===== src/rtl/dbg_halt_pkg.sv =====
package dbg_halt_pkg;
  localparam int unsigned REG_ADDR_W = 2;
  localparam logic [REG_ADDR_W-1:0] REG_BP_LO = 2'd0;
  localparam logic [REG_ADDR_W-1:0] REG_BP_HI = 2'd1;
  localparam logic [REG_ADDR_W-1:0] REG_CTRL  = 2'd2;

  typedef struct packed {
    logic pin;
    logic match;
    logic step;
  } halt_src_t;
endpackage


===== src/rtl/dbg_pin_sync.sv =====
module dbg_pin_sync #(
  parameter int unsigned STAGES = 2
) (
  input  logic clk_i,
  input  logic rst_ni,
  input  logic pin_i,
  output logic fall_o
);
  // sh[STAGES-1] is the synchronised level, sh[STAGES] its previous value
  logic [STAGES:0] sh_q;

  always_ff @(posedge clk_i or negedge rst_ni) begin
    if (!rst_ni) sh_q <= '1;  // idle-high pin
    else         sh_q <= {sh_q[STAGES-1:0], pin_i};
  end

  assign fall_o = sh_q[STAGES] & ~sh_q[STAGES-1];

  assert_single_edge_R3: assert property (@(posedge clk_i) disable iff (!rst_ni)
    fall_o |=> !fall_o);
endmodule


===== src/rtl/dbg_bp_regs.sv =====
module dbg_bp_regs
  import dbg_halt_pkg::*;
#(
  parameter int unsigned PC_W   = 13,
  parameter int unsigned DATA_W = 8
) (
  input  logic                  clk_i,
  input  logic                  rst_ni,
  input  logic                  we_i,
  input  logic [REG_ADDR_W-1:0] addr_i,
  input  logic [DATA_W-1:0]     wdata_i,
  input  logic [PC_W-1:0]       halt_pc_i,
  input  halt_src_t             src_i,
  output logic [PC_W-1:0]       bp_o,
  output logic                  step_o,
  output logic [DATA_W-1:0]     rdata_o
);
  localparam int unsigned HI_W = PC_W - DATA_W;

  logic [PC_W-1:0] bp_q;
  logic            step_q;
  logic            unused_wdata;

  assign unused_wdata = ^wdata_i[DATA_W-1:HI_W];

  always_ff @(posedge clk_i or negedge rst_ni) begin
    if (!rst_ni) begin
      bp_q   <= '0;
      step_q <= 1'b0;
    end else if (we_i) begin
      unique case (addr_i)
        REG_BP_LO: bp_q[DATA_W-1:0]    <= wdata_i;
        REG_BP_HI: bp_q[PC_W-1:DATA_W] <= wdata_i[HI_W-1:0];
        REG_CTRL:  step_q              <= wdata_i[0];
        default: ;
      endcase
    end
  end

  // same addresses read back the captured halt PC, not the breakpoint
  always_comb begin
    rdata_o = '0;
    unique case (addr_i)
      REG_BP_LO: rdata_o = halt_pc_i[DATA_W-1:0];
      REG_BP_HI: rdata_o[HI_W-1:0] = halt_pc_i[PC_W-1:DATA_W];
      REG_CTRL: begin
        rdata_o[0]   = step_q;
        rdata_o[3:1] = src_i;
      end
      default: ;
    endcase
  end

  assign bp_o   = bp_q;
  assign step_o = step_q;

  assert_bp_lo_wr_R6: assert property (@(posedge clk_i) disable iff (!rst_ni)
    (we_i && addr_i == REG_BP_LO) |=> bp_o[DATA_W-1:0] == $past(wdata_i));
  assert_bp_hi_keep_R6: assert property (@(posedge clk_i) disable iff (!rst_ni)
    !(we_i && addr_i == REG_BP_HI) |=> $stable(bp_o[PC_W-1:DATA_W]));
endmodule


===== src/rtl/dbg_halt_arb.sv =====
module dbg_halt_arb
  import dbg_halt_pkg::*;
#(
  parameter int unsigned PC_W = 13
) (
  input  logic            clk_i,
  input  logic            rst_ni,
  input  logic [PC_W-1:0] pc_i,
  input  logic            retire_i,
  input  logic            fall_i,
  input  logic [PC_W-1:0] bp_i,
  input  logic            step_i,
  input  logic            dbg_off_i,
  input  logic            exit_i,
  output logic            in_debug_o,
  output logic            vector_o,
  output logic [PC_W-1:0] halt_pc_o,
  output halt_src_t       src_o
);
  logic            retire_q, boot_q, pend_q, in_debug_q, vector_q;
  logic [PC_W-1:0] halt_pc_q;
  halt_src_t       src_q, hit;
  logic            gate, boot_ok, take;

  assign gate    = !dbg_off_i && !in_debug_q;
  assign boot_ok = boot_q || retire_q;  // first new PC after reset

  always_comb begin
    hit.match = retire_q && (pc_i == bp_i);
    hit.step  = retire_q && step_i;
    hit.pin   = (fall_i || pend_q) && boot_ok;
  end

  assign take = gate && (hit != '0);

  always_ff @(posedge clk_i or negedge rst_ni) begin
    if (!rst_ni) begin
      retire_q   <= 1'b0;
      boot_q     <= 1'b0;
      pend_q     <= 1'b0;
      in_debug_q <= 1'b0;
      vector_q   <= 1'b0;
      halt_pc_q  <= '0;
      src_q      <= '0;
    end else begin
      retire_q <= retire_i;
      vector_q <= take;
      if (retire_q) boot_q <= 1'b1;
      // pin request waits only for the boot skid; dropped when gated
      if (!gate || take)  pend_q <= 1'b0;
      else if (fall_i)    pend_q <= 1'b1;
      if (take) begin
        in_debug_q <= 1'b1;
        halt_pc_q  <= pc_i;
        src_q      <= hit;
      end else if (exit_i) begin
        in_debug_q <= 1'b0;
      end
    end
  end

  assign in_debug_o = in_debug_q;
  assign vector_o   = vector_q;
  assign halt_pc_o  = halt_pc_q;
  assign src_o      = src_q;

  assert_gate_R2: assert property (@(posedge clk_i) disable iff (!rst_ni)
    $rose(in_debug_q) |-> $past(!dbg_off_i));
  assert_capture_R7: assert property (@(posedge clk_i) disable iff (!rst_ni)
    $rose(in_debug_q) |-> halt_pc_q == $past(pc_i));
  assert_src_R9: assert property (@(posedge clk_i) disable iff (!rst_ni)
    $rose(in_debug_q) |-> src_q != '0);
  assert_skid_R8: assert property (@(posedge clk_i) disable iff (!rst_ni)
    in_debug_q |-> boot_q);
  assert_pulse_R10: assert property (@(posedge clk_i) disable iff (!rst_ni)
    vector_q |-> in_debug_q ##1 !vector_q);
  assert_hold_R10: assert property (@(posedge clk_i) disable iff (!rst_ni)
    (in_debug_q && !exit_i) |=> in_debug_q);
endmodule


===== src/rtl/dbg_halt_ctrl.sv =====
module dbg_halt_ctrl
  import dbg_halt_pkg::*;
#(
  parameter int unsigned PC_W        = 13,
  parameter int unsigned DATA_W      = 8,
  parameter int unsigned SYNC_STAGES = 2
) (
  input  logic                  clk_i,
  input  logic                  rst_ni,
  input  logic [PC_W-1:0]       pc_i,
  input  logic                  retire_i,
  input  logic                  dbg_pin_i,
  input  logic                  dbg_off_i,
  input  logic                  mon_exit_i,
  input  logic                  reg_we_i,
  input  logic [REG_ADDR_W-1:0] reg_addr_i,
  input  logic [DATA_W-1:0]     reg_wdata_i,
  output logic [DATA_W-1:0]     reg_rdata_o,
  output logic                  halt_o,
  output logic                  vector_o,
  output logic [PC_W-1:0]       halt_pc_o
);
  logic            pin_fall;
  logic [PC_W-1:0] bp;
  logic            step;
  halt_src_t       src;

  dbg_pin_sync #(.STAGES(SYNC_STAGES)) u_sync (
    .clk_i  (clk_i),
    .rst_ni (rst_ni),
    .pin_i  (dbg_pin_i),
    .fall_o (pin_fall)
  );

  dbg_bp_regs #(.PC_W(PC_W), .DATA_W(DATA_W)) u_regs (
    .clk_i     (clk_i),
    .rst_ni    (rst_ni),
    .we_i      (reg_we_i),
    .addr_i    (reg_addr_i),
    .wdata_i   (reg_wdata_i),
    .halt_pc_i (halt_pc_o),
    .src_i     (src),
    .bp_o      (bp),
    .step_o    (step),
    .rdata_o   (reg_rdata_o)
  );

  dbg_halt_arb #(.PC_W(PC_W)) u_arb (
    .clk_i      (clk_i),
    .rst_ni     (rst_ni),
    .pc_i       (pc_i),
    .retire_i   (retire_i),
    .fall_i     (pin_fall),
    .bp_i       (bp),
    .step_i     (step),
    .dbg_off_i  (dbg_off_i),
    .exit_i     (mon_exit_i),
    .in_debug_o (halt_o),
    .vector_o   (vector_o),
    .halt_pc_o  (halt_pc_o),
    .src_o      (src)
  );

  assert_vec_in_halt_R10: assert property (@(posedge clk_i) disable iff (!rst_ni)
    vector_o |-> halt_o);
endmodule


===== config.mk =====
export PLATFORM = sky130hd
export DESIGN_NAME = dbg_halt_ctrl
export DESIGN_NICKNAME = d
export VERILOG_FILES = /design/src/rtl/dbg_halt_pkg.sv /design/src/rtl/dbg_pin_sync.sv /design/src/rtl/dbg_bp_regs.sv /design/src/rtl/dbg_halt_arb.sv /design/src/rtl/dbg_halt_ctrl.sv
export SDC_FILE = /design/constraint.sdc
export NUM_CORES = 1
export LEC_CHECK = 0
export ABC_CLOCK_PERIOD_IN_PS = 4820
export CAP_MARGIN = 5
export CORE_MARGIN = 3
export CORE_UTILIZATION = 30
export CTS_BUF_LIST = sky130_fd_sc_hd__clkbuf_16
export DETAILED_ROUTE_END_ITERATION = 12
export DONT_BUFFER_PORTS = 1
export GPL_TIMING_DRIVEN = 0
export PLACE_DENSITY = 0.42
export SLEW_MARGIN = 5
export SYNTH_ARGS = -nofsm -noshare
export SYNTH_HDL_FRONTEND = slang
export SYNTH_HIERARCHICAL = 1
export SYNTH_SLANG_ARGS = --single-unit

===== constraint.sdc =====
create_clock -name clk_i -period 4.82 [get_ports clk_i]
set_input_delay 0.964 -clock clk_i [delete_from_list [all_inputs] [get_ports clk_i]]
set_output_delay 0.964 -clock clk_i [all_outputs]
set_load 0.05 [all_outputs]

==> flow_metrics.py <==
metrics = {
    "run_status": {
        "outcome": "finished, final reports clean",
    },
    "cells_and_area": {
        "nets": 194,
        "drive_above_1_share_pct": 24.8,
        "final_cell_mix": "35 x dfrtp_1, 16 x nand2_1, 14 x inv_1, 14 x mux2_2, 13 x xnor2_1",
        "antenna_cells": 0,
        "syn_to_final_growth_pct": 12.6,
        "layout.cells.most_common": "dfrtp_1",
    },
    "sta": {
        "slew_headroom_pct": 27.9,
        "rsz0062_at_grt": "no",
        "finalHoldViolCount": 0,
        "slew_viol_final": 0,
        "skew_ps": 4.13,
        "finalWorstPathRequiredPeriod_ps": 3120,
        "max_freq_ghz": 0.321,
        "whs_ps": 358,
        "worstMarginPinSlew_ps": 1080,
        "fin_crit_sh_pct": 64.7,
        "fin_tns_setup_ps": 0,
        "setup_viol": 0,
    },
    "worst_setup_path": {
        "crit_type": "input port to primary output",
        "worstPathArrival_ps": 2150,
        "cp.required_ps": 3860,
        "startpoint_type": "input port",
        "r2r_slack_ps": 2650,
        "r2r.worst_path.cells": 4,
        "r2r-end": "u_arb/in_debug_o",
        "rr_startpoint": "u_arb/in_debug_o",
        "cp-end-kind": "primary output",
        "critPathMaxFanout": 10,
    },
    "floorplanning": {
        "io-pin-count": 53,
        "die_area_sq_um": 7210,
        "coreArea_sq_um": 5990,
        "die_x_um": 84.9,
        "start_util_pct": 31.2,
        "dieHeight_um": 84.9,
        "num_rows": 28,
    },
    "cts": {
        "clkSinkCount": 38,
        "cts_buffers": 5,
        "clk_latency_ps": 280,
        "cts_root_buffer": "clkbuf_16",
        "post_cts_resized": 0,
        "cts_tree": "built",
        "cts_htree_levels": 2,
        "cts_buffer_depth": 2,
        "cts_setup_buffers": 0,
        "postCtsHoldBufs": 0,
        "clk_pin_slew_ps": 50,
    },
    "worst_hold_path": {
        "min_to": "u_sync/sh_q[1]",
        "worstHoldPathType": "register to register",
        "min_delay_path_depth": 0,
        "hold_start": "u_sync/sh_q[0]",
    },
    "yosys": {
        "ys_ff_latch": 38,
        "synth_fa_ha_area_share_pct": 0,
        "avgSynthCellArea_sq_um": 11.9,
        "synthSimpleGateAreaFrac_pct": 12.1,
        "synthXorXnorAreaFrac_pct": 6.10,
        "synth_top_family_by_area": "compound AO/OA/AOI/OAI gates",
        "netlist_instances": 157,
        "yosys_warnings": 6,
        "synth_nets": 187,
        "ys_seq_area_share_pct": 51.1,
        "syn-cell-area_sq_um": 1870,
        "synth_cell_types": 32,
        "synth_compound_area_share_pct": 14.2,
        "synth.area.mux_share_pct": 11.1,
    },
    "global_routing": {
        "grt-busiest-layer": "met2",
        "grtUsageMet2_pct": 22.0,
        "grt_usage_pct": 13.7,
        "overflow": 0,
        "grt_max_degree": 39,
        "grt_pass1_wl_um": 7390,
        "antenna_found_initial": 0,
        "use_met3_pct": 7.77,
        "grt_pass1_vias": 1328,
        "grt.met1_usage_pct": 15.8,
    },
    "job": {
        "drv_cap": 0,
    },
    "pwr": {
        "vdd_drop_max_v": 0.000167,
        "p_total_w": 0.00108,
        "pwr_density_cell_nw_per_um2": 514,
        "leakagePower_nw": 0.888,
    },
    "drt": {
        "dr.pass1.iters": 4,
        "vias_per_cell": 5.15,
        "via_count": 1235,
        "ant_nets": 0,
        "drtIter0Drc": 62,
        "wl_per_cell_um": 19.5,
        "drc_errors": 0,
        "routed_wl_um": 4680,
    },
    "place": {
        "hpwl_um": 3580,
        "gp_congestion": 0.750,
        "io_buffers": 0,
    },
}
==> state kept, by name (all words and copies together), names as in the netlist <==
| signal | flops |
|---|---|
| u_arb/boot_q | 1 |
| u_regs/step_o | 1 |
| u_arb/in_debug_o | 1 |
| u_regs/bp_o | 13 |
| u_arb/retire_q | 1 |
| u_arb/vector_o | 1 |
| u_arb/src_o | 3 |
| u_arb/halt_pc_o | 13 |
| u_sync/sh_q | 3 |
| u_arb/pend_q | 1 |
==> critical path, cell delays in order <==
cell,delay (ps)
buf_4,180
mux2i_1,130
o2bb2ai_1,880
==> cells in the mapped netlist <==
cell       count  area, sq um
dfrtp_1       35          876
nand2_1       16         60.1
inv_1         14         52.6
mux2_2        14          158
xnor2_1       13          114
nor2_1         7         26.3
o32ai_2        7          114
o32ai_1        6         52.6
mux2i_1        5         50.1
and2_1         4         25.0
o2bb2ai_1      4         35.0
dfstp_2        3         78.8
nand4_1        3         18.8
a21o_1         2         15.0
buf_2          2         10.0
buf_6          2         22.5
clkbuf_1       2         7.51
nand3_1        2         10.0
nand3b_1       2         15.0
or2_2          2         12.5
a221o_1        1         10.0
buf_4          1         7.51
nor2b_1        1         6.26
nor2b_4        1         13.8
nor3b_4        1         18.8
nor4_1         1         6.26
nor4_2         1         12.5
o21a_1         1         7.51
o21ai_0        1         5.00
o22ai_1        1         6.26
o31a_1         1         8.76
o41a_1         1         11.3
==> where the power goes <==
part | internal [W] | switching [W]
Combinational | 0.0000895 | 0.000118
Sequential | 0.000381 | 0.000179
Clock | 0.000189 | 0.000124
==> cell type report <==
class | instances | area, sq um
Buffer | 7 | 47.5
Clock buffer | 5 | 125
Clock inverter | 3 | 16.3
Fill cell | 597 | 3890
Inverter | 14 | 52.6
Multi-Input combinational cell | 98 | 812
Sequential cell | 38 | 955
Tap cell | 75 | 93.8
==> per-layer routing <==
| layer | wire length (um) | part of all wire (%) |
|---|---|---|
| met3 | 420 | 9.0 |
| met4 | 41 | 0.88 |
| met2 | 2330 | 50 |
| met1 | 1890 | 40 |
| met5 | 0 | 0 |
==> metrics by stage <==
stage,cell area [sq um],worst slack (ps),util (%),std cells
after floorplan,1870,1820,-,157
after global placement,1960,1690,32.7,232
after detailed placement,1960,1690,32.7,232
after CTS,2100,1690,35.1,240
after global routing,2100,1660,35.1,240
final,2100,1700,35.1,240
==> cells by family after synthesis <==
kind of cell | after synthesis
compound gates | 25
xor+xnor | 13
flops | 38
mux | 19
buf+inv | 21
simple gates | 41
==> worst max path at each step <==
stage                  startpoint              to  slack [ps]  cells past startpoint
floorplan           reg_addr_i[1]  reg_rdata_o[0]        1820                      3
global placement    reg_addr_i[1]  reg_rdata_o[3]        1690                      3
detailed placement  reg_addr_i[1]  reg_rdata_o[3]        1690                      3
CTS                 reg_addr_i[1]  reg_rdata_o[3]        1690                      3
global route        reg_addr_i[1]  reg_rdata_o[3]        1660                      3
finish              reg_addr_i[1]  reg_rdata_o[3]        1700                      3
(Power assumes the default switching activity.)
